--- src/rtl/hdlc_af_pkg.sv ---
package hdlc_af_pkg;

    localparam int AF_DW     = 8;  // HDLC octet width
    localparam int AF_HOLD_N = 2;  // address bytes held before the decision
    localparam int AF_LSB1   = 2;  // lowest compared bit of first byte
    localparam int AF_LSB2   = 1;  // lowest compared bit of second byte

    typedef enum logic [2:0] {
        ST_IDLE,
        ST_ADDR2,
        ST_FLUSH,
        ST_PASS,
        ST_DROP
    } af_state_e;

    typedef struct packed {
        af_state_e          state;
        logic [AF_DW-1:0]   pat1;
        logic [AF_DW-1:0]   pat2;
        logic               en1;
        logic               en2;
        logic               b2_last;
        logic               out_valid;
        logic [AF_DW-1:0]   out_data;
        logic               out_sof;
        logic               out_eof;
    } af_regs_t;

endpackage

--- src/rtl/hdlc_af_hold.sv ---
module hdlc_af_hold #(
    parameter int DW    = 8,
    parameter int DEPTH = 2
) (
    input  logic                         clk,
    input  logic                         rst_n,
    input  logic                         wr_en,
    input  logic [$clog2(DEPTH)-1:0]     wr_idx,
    input  logic [DW-1:0]                wr_data,
    output logic [DEPTH-1:0][DW-1:0]     rd_data
);

    localparam int IW = $clog2(DEPTH);

    for (genvar g = 0; g < DEPTH; g++) begin : g_ent
        logic [DW-1:0] ent_d, ent_q;

        always_comb begin
            ent_d = ent_q;
            if (wr_en && (wr_idx == IW'(g))) begin
                ent_d = wr_data;
            end
        end

        always_ff @(posedge clk or negedge rst_n) begin
            if (!rst_n) begin
                ent_q <= '0;
            end else begin
                ent_q <= ent_d;
            end
        end

        assign rd_data[g] = ent_q;
    end

endmodule

--- src/rtl/hdlc_af_match.sv ---
module hdlc_af_match #(
    parameter int DW   = 8,
    parameter int LSB1 = 2,
    parameter int LSB2 = 1
) (
    input  logic [DW-1:0] byte1,
    input  logic [DW-1:0] byte2,
    input  logic [DW-1:0] pat1,
    input  logic [DW-1:0] pat2,
    input  logic          en1,
    input  logic          en2,
    output logic          hit1,
    output logic          hit2,
    output logic          accept
);

    localparam int W2 = DW - LSB2;

    logic bcast;
    logic unused_low_bits;

    assign unused_low_bits = ^{byte1[LSB1-1:0], pat1[LSB1-1:0],
                               byte2[LSB2-1:0], pat2[LSB2-1:0]};

    always_comb begin
        bcast  = (byte2[DW-1:LSB2] == {W2{1'b1}});
        hit1   = !en1 || (byte1[DW-1:LSB1] == pat1[DW-1:LSB1]);
        hit2   = !en2 || bcast || (byte2[DW-1:LSB2] == pat2[DW-1:LSB2]);
        accept = hit1 && hit2;
    end

endmodule

--- src/rtl/hdlc_addr_filter.sv ---
module hdlc_addr_filter
    import hdlc_af_pkg::*;
(
    input  logic        clk,
    input  logic        rst_n,
    input  logic        in_valid,
    input  logic [7:0]  in_data,
    input  logic        in_sof,
    input  logic        in_eof,
    input  logic        in_abort,
    input  logic [7:0]  addr1_pat,
    input  logic        addr1_en,
    input  logic [7:0]  addr2_pat,
    input  logic        addr2_en,
    output logic        out_valid,
    output logic [7:0]  out_data,
    output logic        out_sof,
    output logic        out_eof
);

    localparam int IW = $clog2(AF_HOLD_N);

    af_regs_t q, d;

    logic                          hold_we;
    logic [IW-1:0]                 hold_idx;
    logic [AF_HOLD_N-1:0][AF_DW-1:0] held;
    logic                          hit1, hit2, accept;
    logic                          unused_hits;

    assign unused_hits = hit1 ^ hit2;

    hdlc_af_hold #(
        .DW    (AF_DW),
        .DEPTH (AF_HOLD_N)
    ) hold_i (
        .clk     (clk),
        .rst_n   (rst_n),
        .wr_en   (hold_we),
        .wr_idx  (hold_idx),
        .wr_data (in_data),
        .rd_data (held)
    );

    hdlc_af_match #(
        .DW   (AF_DW),
        .LSB1 (AF_LSB1),
        .LSB2 (AF_LSB2)
    ) match_i (
        .byte1  (held[0]),
        .byte2  (in_data),
        .pat1   (q.pat1),
        .pat2   (q.pat2),
        .en1    (q.en1),
        .en2    (q.en2),
        .hit1   (hit1),
        .hit2   (hit2),
        .accept (accept)
    );

    always_comb begin
        d           = q;
        d.out_valid = 1'b0;
        d.out_sof   = 1'b0;
        d.out_eof   = 1'b0;
        hold_we     = 1'b0;
        hold_idx    = '0;

        if (in_abort) begin
            d.state = ST_IDLE;
        end else if (in_valid && in_sof) begin
            hold_we  = 1'b1;
            hold_idx = IW'(0);
            d.pat1   = addr1_pat;
            d.pat2   = addr2_pat;
            d.en1    = addr1_en;
            d.en2    = addr2_en;
            d.state  = in_eof ? ST_IDLE : ST_ADDR2;
        end else begin
            unique case (q.state)
                ST_ADDR2: begin
                    if (in_valid) begin
                        hold_we  = 1'b1;
                        hold_idx = IW'(1);
                        if (accept) begin
                            d.out_valid = 1'b1;
                            d.out_data  = held[0];
                            d.out_sof   = 1'b1;
                            d.b2_last   = in_eof;
                            d.state     = ST_FLUSH;
                        end else begin
                            d.state = in_eof ? ST_IDLE : ST_DROP;
                        end
                    end
                end
                ST_FLUSH: begin
                    d.out_valid = 1'b1;
                    d.out_data  = held[1];
                    d.out_eof   = q.b2_last;
                    d.state     = q.b2_last ? ST_IDLE : ST_PASS;
                end
                ST_PASS: begin
                    if (in_valid) begin
                        d.out_valid = 1'b1;
                        d.out_data  = in_data;
                        d.out_eof   = in_eof;
                        if (in_eof) begin
                            d.state = ST_IDLE;
                        end
                    end
                end
                ST_DROP: begin
                    if (in_valid && in_eof) begin
                        d.state = ST_IDLE;
                    end
                end
                default: begin
                    d.state = ST_IDLE;
                end
            endcase
        end
    end

    always_ff @(posedge clk or negedge rst_n) begin
        if (!rst_n) begin
            q       <= '0;
            q.state <= ST_IDLE;
        end else begin
            q <= d;
        end
    end

    assign out_valid = q.out_valid;
    assign out_data  = q.out_data;
    assign out_sof   = q.out_sof;
    assign out_eof   = q.out_eof;

    AST_DROP_SILENT: assert property (@(posedge clk) disable iff (!rst_n)
        (q.state == ST_DROP) |-> !out_valid);

    AST_SOF_AFTER_DECIDE: assert property (@(posedge clk) disable iff (!rst_n)
        (out_valid && out_sof) |-> (q.state == ST_FLUSH));

    AST_FLUSH_ONE_CYCLE: assert property (@(posedge clk) disable iff (!rst_n)
        (q.state == ST_FLUSH) |=> (q.state != ST_FLUSH));

    AST_SHORT_FRAME_DROP: assert property (@(posedge clk) disable iff (!rst_n)
        (in_valid && in_sof && in_eof && !in_abort) |=> !out_valid);

    AST_OPEN_ACCEPT: assert property (@(posedge clk) disable iff (!rst_n)
        ((q.state == ST_ADDR2) && in_valid && !in_sof && !in_abort && !q.en1 && !q.en2)
        |=> (out_valid && out_sof));

    AST_IN_SPACED: assert property (@(posedge clk) disable iff (!rst_n)
        in_valid |=> !in_valid);

endmodule

--- config.mk ---
export PLATFORM = sky130hd
export DESIGN_NAME = hdlc_addr_filter
export DESIGN_NICKNAME = d
export VERILOG_FILES = /design/src/rtl/hdlc_af_pkg.sv /design/src/rtl/hdlc_af_hold.sv /design/src/rtl/hdlc_af_match.sv /design/src/rtl/hdlc_addr_filter.sv
export SDC_FILE = /design/constraint.sdc
export NUM_CORES = 1
export LEC_CHECK = 0
export ABC_AREA = 1
export BUFFER_PORTS_ARGS = -buffer_cell sky130_fd_sc_hd__buf_2
export CORE_MARGIN = 3
export CORE_UTILIZATION = 55
export CTS_BUF_LIST = sky130_fd_sc_hd__clkbuf_16
export DETAILED_ROUTE_END_ITERATION = 8
export PLACE_DENSITY = 0.79
export SYNTH_ARGS = -nofsm -noshare
export SYNTH_HDL_FRONTEND = slang
export SYNTH_SLANG_ARGS = --single-unit
--- constraint.sdc ---
create_clock -name clk -period 3.9 [get_ports clk]
set_clock_uncertainty 0.2 [all_clocks]
set_input_delay 0.78 -clock clk [delete_from_list [all_inputs] [get_ports clk]]
set_output_delay 0.78 -clock clk [all_outputs]
set_load 0.01 [all_outputs]
; Word level (Yosys, flattened, before mapping)
; Index checks and enable logic that the tools add are counted.
[totals]
ff_bits = 49
input_bits = 32
out_inout_bits = 11
wordCells = 70
[classes]
n_eq_ne = 14
mux = 26
bitwise = 3
n_reduce_logical = 15
[op_table]
columns = cell, n
row1 = 9-bit case mux with 3 select lines, 1
row2 = 3-bit two-way mux, 8
row3 = 11-bit two-way mux, 2
row4 = 10-bit two-way mux, 2
row5 = 4-bit != test (second input constant), 4
row6 = 3-bit case mux with 4 select lines, 1
row7 = 1-bit two-way mux, 9
row8 = 9-bit two-way mux, 1
row9 = 7-bit equality test, 1
row10 = 7-bit equality test (second input constant), 1
row11 = 3-bit by 2-bit equality test with 1-bit output (second input constant), 2
row12 = 6-bit equality test, 1
row13 = 2-bit != test (second input constant), 3
row14 = 6-bit AND reduction, 1
row15 = 1-bit logical AND, 5
row16 = 5-bit AND reduction, 1
row17 = 4-bit AND reduction, 1
row18 = 3-bit by 1-bit equality test with 1-bit output (second input constant), 1
row19 = 3-bit equality test (second input constant), 1
row20 = 1-bit logical OR, 3
row21 = 1-bit inverter, 3
row22 = 3-bit nonzero test, 1
row23 = 1-bit zero test, 2
row24 = 2-bit two-way mux, 1
row25 = 2 further kinds, 2

; Logic depth before layout (Yosys ltp)
[logic_depth]
depth_word = 9
ltp_mapped = 11
depth_no_buf = 11

; Hierarchy
; From an unflattened synthesis, not the netlist that was laid out.
[hier_totals]
hier_cells = 361
hier_area_um2 = 2652.5
[modules_own_cells]
columns = module, n_inst, cells_per_inst, area_each_um2, seq_area_each_um2
row1 = hdlc_addr_filter, 1, 218, 1687.9, 825.8
row2 = hdlc_af_hold, 1, 70, 663.1, 400.4
row3 = hdlc_af_match, 1, 73, 301.5, 0.0

; Worst setup path after synthesis
; Ideal clock, no wire load.
[synth_path]
path_type = input port to flip-flop
startpoint = input port in_data[1]
endpoint = register q (netlist bit out_data[0])
setup_ns = 0.116
arrival_time_ns = 1.663
t_required_ns = 3.584
slack_ns = 1.920
stages = 10
path_buffers = 0
path_cell_list = inv_1 nand2_1 nand2_1 nand3_1 o21bai_4 nand2_4 nand2_1 nand2_2 nand2_1 nand2_1
[synth_via]
elab_chain_cells = 6
elab_cells_between_ends = 7
cone_classes = eq/ne: 3 / reduce/logical: 4
[synth_rtl]
columns = element, line
row1 = from (decl), hdlc_addr_filter.sv:7  ; input logic [7:0] in_data,
row2 = 7-bit equality test, hdlc_af_match.sv:26  ; bcast = (byte2[DW-1:LSB2] == {W2{1'b1}});
row3 = 1-bit logical OR, hdlc_af_match.sv:28  ; hit2 = !en2 || bcast || (byte2[DW-1:LSB2] == pat2[DW-1:LSB2]);
row4 = 1-bit logical OR (*), hdlc_af_match.sv:28
row5 = 1-bit logical AND (*), hdlc_af_match.sv:29  ; accept = hit1 && hit2;
row6 = 2-bit != test (no line) (*), --
row7 = 6-bit AND reduction (no line) (*), --
row8 = to (decl), hdlc_addr_filter.sv:23  ; af_regs_t q, d;
; Mark *: on every way between the ends. The rest lies on a longest branch, timed or not.
; A chain may end at the register's enable or synchronous reset.

; Worst setup path after layout
[layout_path]
startpoint = input port in_data[7]
endpoint = register q (netlist bit out_data[6])
; The elaborated chain is that of the path after synthesis.

==> out/qor.log <==
qor: outcome.outcome completed
qor: setup_path.critPathKind in2reg
qor: synthesis.mappedNetlistNets 334
qor: synthesis.synth.most_common_cell sky130_fd_sc_hd__nand2_1
qor: job.max_cap_violations 0
qor: synthesis.netlist_top_cells_count sky130_fd_sc_hd__nand2_1, sky130_fd_sc_hd__dfrtp_1, sky130_fd_sc_hd__inv_1, sky130_fd_sc_hd__nor2_1, sky130_fd_sc_hd__o21ai_0
qor: floorplan.floorplan.rows 22
qor: synthesis.main_flop_type_after_synthesis sky130_fd_sc_hd__dfrtp_1
qor: clock_network.postCtsResizedCells 0
qor: clock_network.insertion_delay 280 ps
qor: synthesis.main_combinational_cell_family_by_area_after_synthesis simple AND/OR/NAND/NOR gates
qor: detailed_routing.wl_per_cell 13.01 µm
qor: cells_and_area.finish.net_count 369
qor: setup_path.worstReg2RegEnd q[11]
qor: setup_path.slowest_stage sky130_fd_sc_hd__o21bai_4
qor: clock_network.post_cts_setup_repair_bufs 0
qor: cells_and_area.n_fill_cell 355
qor: setup_path.crit_path_frequent_cell sky130_fd_sc_hd__nand2_1
qor: setup_path.reg2reg_setup_slack 1870 ps
qor: clock_network.clock_tree.root_cell sky130_fd_sc_hd__clkbuf_16
qor: setup_path.worstPathRequired 3880 ps
qor: detailed_routing.drt-pass1-iter-count 4
qor: global_route.initial_antenna_violation_count 0
qor: setup_path.cp_max_fo 10
qor: floorplan.initial_util 0.6003
qor: detailed_routing.avgViaCountPerCell 5.238
qor: synthesis.yosys_warnings 0
qor: synthesis.synthesis.area_per_instance 7.660 µm²
qor: synthesis.synth_adder_area_share 0
qor: global_route.vias_in_the_first_global_route 1,945
qor: placement.buffer_ports.inserted 39
qor: sta.finalCriticalPeriod 2054 ps
qor: synthesis.synth-compound-area-share 0.1157
qor: sta.max_freq 0.4868 GHz
qor: floorplan.number_of_top_level_pins 43
qor: sta.rsz0062_at_grt false
qor: setup_path.timing.critical_path.cells buf_2 > inv_2 > nand2_1 > nand2_1 > nor2_1 > nand2_1 > o21bai_4 > nand2_4 > nand2_1 > nand2_2 > nand2_1 > nand2_1
qor: clock_network.worst_setup_hold_path_clk_slew 60 ps
qor: setup_path.r2r_cells 6
qor: synthesis.synth-async-reset-ratio 1.000
qor: sta.timing_worst_slew_pin_value 993.2 ps
qor: clock_network.tritoncts yes
qor: synthesis.post_synth_inst_count 302
qor: setup_path.timing.critical_path.to out_data[6]
qor: global_route.total_grt_usage 0.2223
qor: global_route.grt_pass1_wl 8818 µm
qor: floorplan.core_area 3854 µm²
qor: synthesis.synth_simple_gate_area_share 0.2888
qor: detailed_routing.drc_errors 0
qor: floorplan.design.die.area 5020 µm²
qor: setup_path.timing.rr.start q[31]
qor: setup_path.largest_stage_delay_on_the_critical_path 280 ps
qor: power.leakagePower 1.448 nW
qor: sta.holdWs 272.7 ps
qor: setup_path.cp-startpoint in_data[7]
qor: placement.place_hpwl 3598 µm
qor: sta.timing.final.setup_violations 0
qor: cells_and_area.antenna_cells 0
qor: setup_path.critPathArrivalTime 2030 ps
qor: synthesis.synth.lib_cells_used.distinct 23
qor: synthesis.synth.ff_latch_count 46
qor: floorplan.die-height 70.86 µm
qor: global_route.global_route_congestion_overflow_total 0
qor: clock_network.htree_levels 2
qor: sta.timing_max_transition_violations_final 0
qor: sta.final_hold_viol_count 0
qor: synthesis.synth_xor_area_frac 0
qor: detailed_routing.postRouteAntennaNets 0
qor: clock_network.cts_max_path_buffers 2
qor: clock_network.cts_buffers 5
qor: power.power.density_cell_area 455.3 nW/µm²
qor: cells_and_area.drive_above_1_share 0.1775
qor: synthesis.count_of_flip_flops_with_a_built_in_enable_after_synthesis 0
qor: synthesis.synth_area 2313 µm²
qor: detailed_routing.wl 5021 µm
qor: sta.setup-tns-final 0 ps
qor: synthesis.synth.top_cells.by_area sky130_fd_sc_hd__dfrtp_1, sky130_fd_sc_hd__nand2_1, sky130_fd_sc_hd__inv_1, sky130_fd_sc_hd__nor2_1, sky130_fd_sc_hd__o21ai_0
qor: placement.gp_congestion 0.8275
qor: detailed_routing.drt_iter0_drc 152
qor: synthesis.synth_largest_type_area_fraction 0.4976
qor: power.vdd.ir_drop.worst 369.6 µV
qor: floorplan.die_w 70.86 µm
qor: setup_path.worstSetupEndpointType flip-flop
qor: clock_network.hold_buffers 0
qor: global_route.grt_start_max_net_pins 47
qor: synthesis.post_synth_mux_area_share 0.004867
qor: cells_and_area.area_growth_syn_to_layout 14.28%
qor: detailed_routing.number_of_vias_after_detailed_routing 2,022
qor: min_path.min-delay-path-class reg2reg
qor: synthesis.synth_seq_area_share 0.4976
qor: clock_network.cts_num_sinks 46
qor: setup_path.timing.critical_path.from_type input pin
qor: synthesis.synth.largest_area_cell sky130_fd_sc_hd__dfrtp_1
qor: sta.period_share 0.5267
qor: sta.worst_slew_margin_rel 0.3379
-- kinds of logic (layout without fill, tap and decap cells) --
logic type             Yosys count  count (layout)
muxes                            1               1
AOI/OAI and AO/OA               43              43
and+or+nand+nor                163             163
buffers and inverters           49              85
DFF                             46              46
-- layout by cell type, fill, tap and decap left out, drive strengths merged --
| cell | netlist | routed |
|---|---|---|
| buf | 9 | 41 |
| o21ai | 21 | 21 |
| o21bai | 2 | 2 |
| mux2 | 1 | 1 |
| a22oi | 8 | 8 |
| nand3 | 7 | 7 |
| dfrtp | 46 | 46 |
| clkinv | 0 | 2 |
| clkbuf | 4 | 5 |
| nor3 | 2 | 2 |
| nand4 | 9 | 9 |
| o211ai | 2 | 2 |
| nand2 | 116 | 116 |
| nor4 | 1 | 1 |
| nor2 | 28 | 28 |
| a21oi | 10 | 10 |
| inv | 36 | 37 |
-- stage by stage --
stage	cell area, µm²	util	instances	setup WS (ps)	power (mW)
after floorplan	2313	-	302	1920	0.7429
after global placement	2506	0.6503	378	1569	0.7985
after detailed placement	2506	0.6503	378	1549	0.8089
after CTS	2644	0.6860	386	1850	1.209
after global routing	2644	0.6860	386	1633	1.277
final	2644	0.6860	386	1846	1.204
-- how the worst min path moves through the flow --
stage | startpoint | end | slack (ps) | depth (start not counted)
5_1_grt | q[13] | q[13] | 300 | 2
3_5_place_dp | out_data[0] | out_data[0] | 260 | 2
6_report | out_data[1] | out_data[1] | 270 | 2
4_1_cts | out_data[0] | out_data[0] | 280 | 2
3_3_place_gp | out_data[1] | out_data[1] | 260 | 2
2_1_floorplan | q[12] | q[12] | 240 | 2
-- worst max-delay path: cells and delay by family --
| kind | cells | cell delay (ps) |
|---|---|---|
| AND/OR/NAND/NOR | 9 | 790 |
| buffers and inverters | 2 | 190 |
| AO/OA/AOI/OAI | 1 | 280 |
-- registers in the layout (all words and copies together), names as in the netlist --
signal / cells
out_data: 8
out_valid: 1
out_eof: 1
hold_i.g_ent.ent_q: 16
q: 19
out_sof: 1
-- final cells by class --
class                      count  area, µm²  share of cell area
tap                           48      60.06             0.02272
clock inverter                 3      12.51            0.004733
clock buffer                   5      125.1             0.04733
timing repair buffer          41      210.2             0.07951
sequential                    46       1151              0.4354
inverter                      36      135.1             0.05111
multi-input combinational    207      949.7              0.3592
-- routing by layer --
metal,up-vias,share of wire,global-route usage
met5,-,0,0
met1,933,0.44,0.3037
met3,12,0.051,0.04545
met2,60,0.48,0.3440
met4,0,0.023,0.09812
li1,1017,-,-
-- where the power goes --
group / switching, mW / leakage, nW / internal [mW]
clock: 0.171 / 0.0724 / 0.232
combinational: 0.125 / 0.789 / 0.0774
sequential: 0.0455 / 0.586 / 0.553
Note: power is estimated with default switching activity, not from simulation.
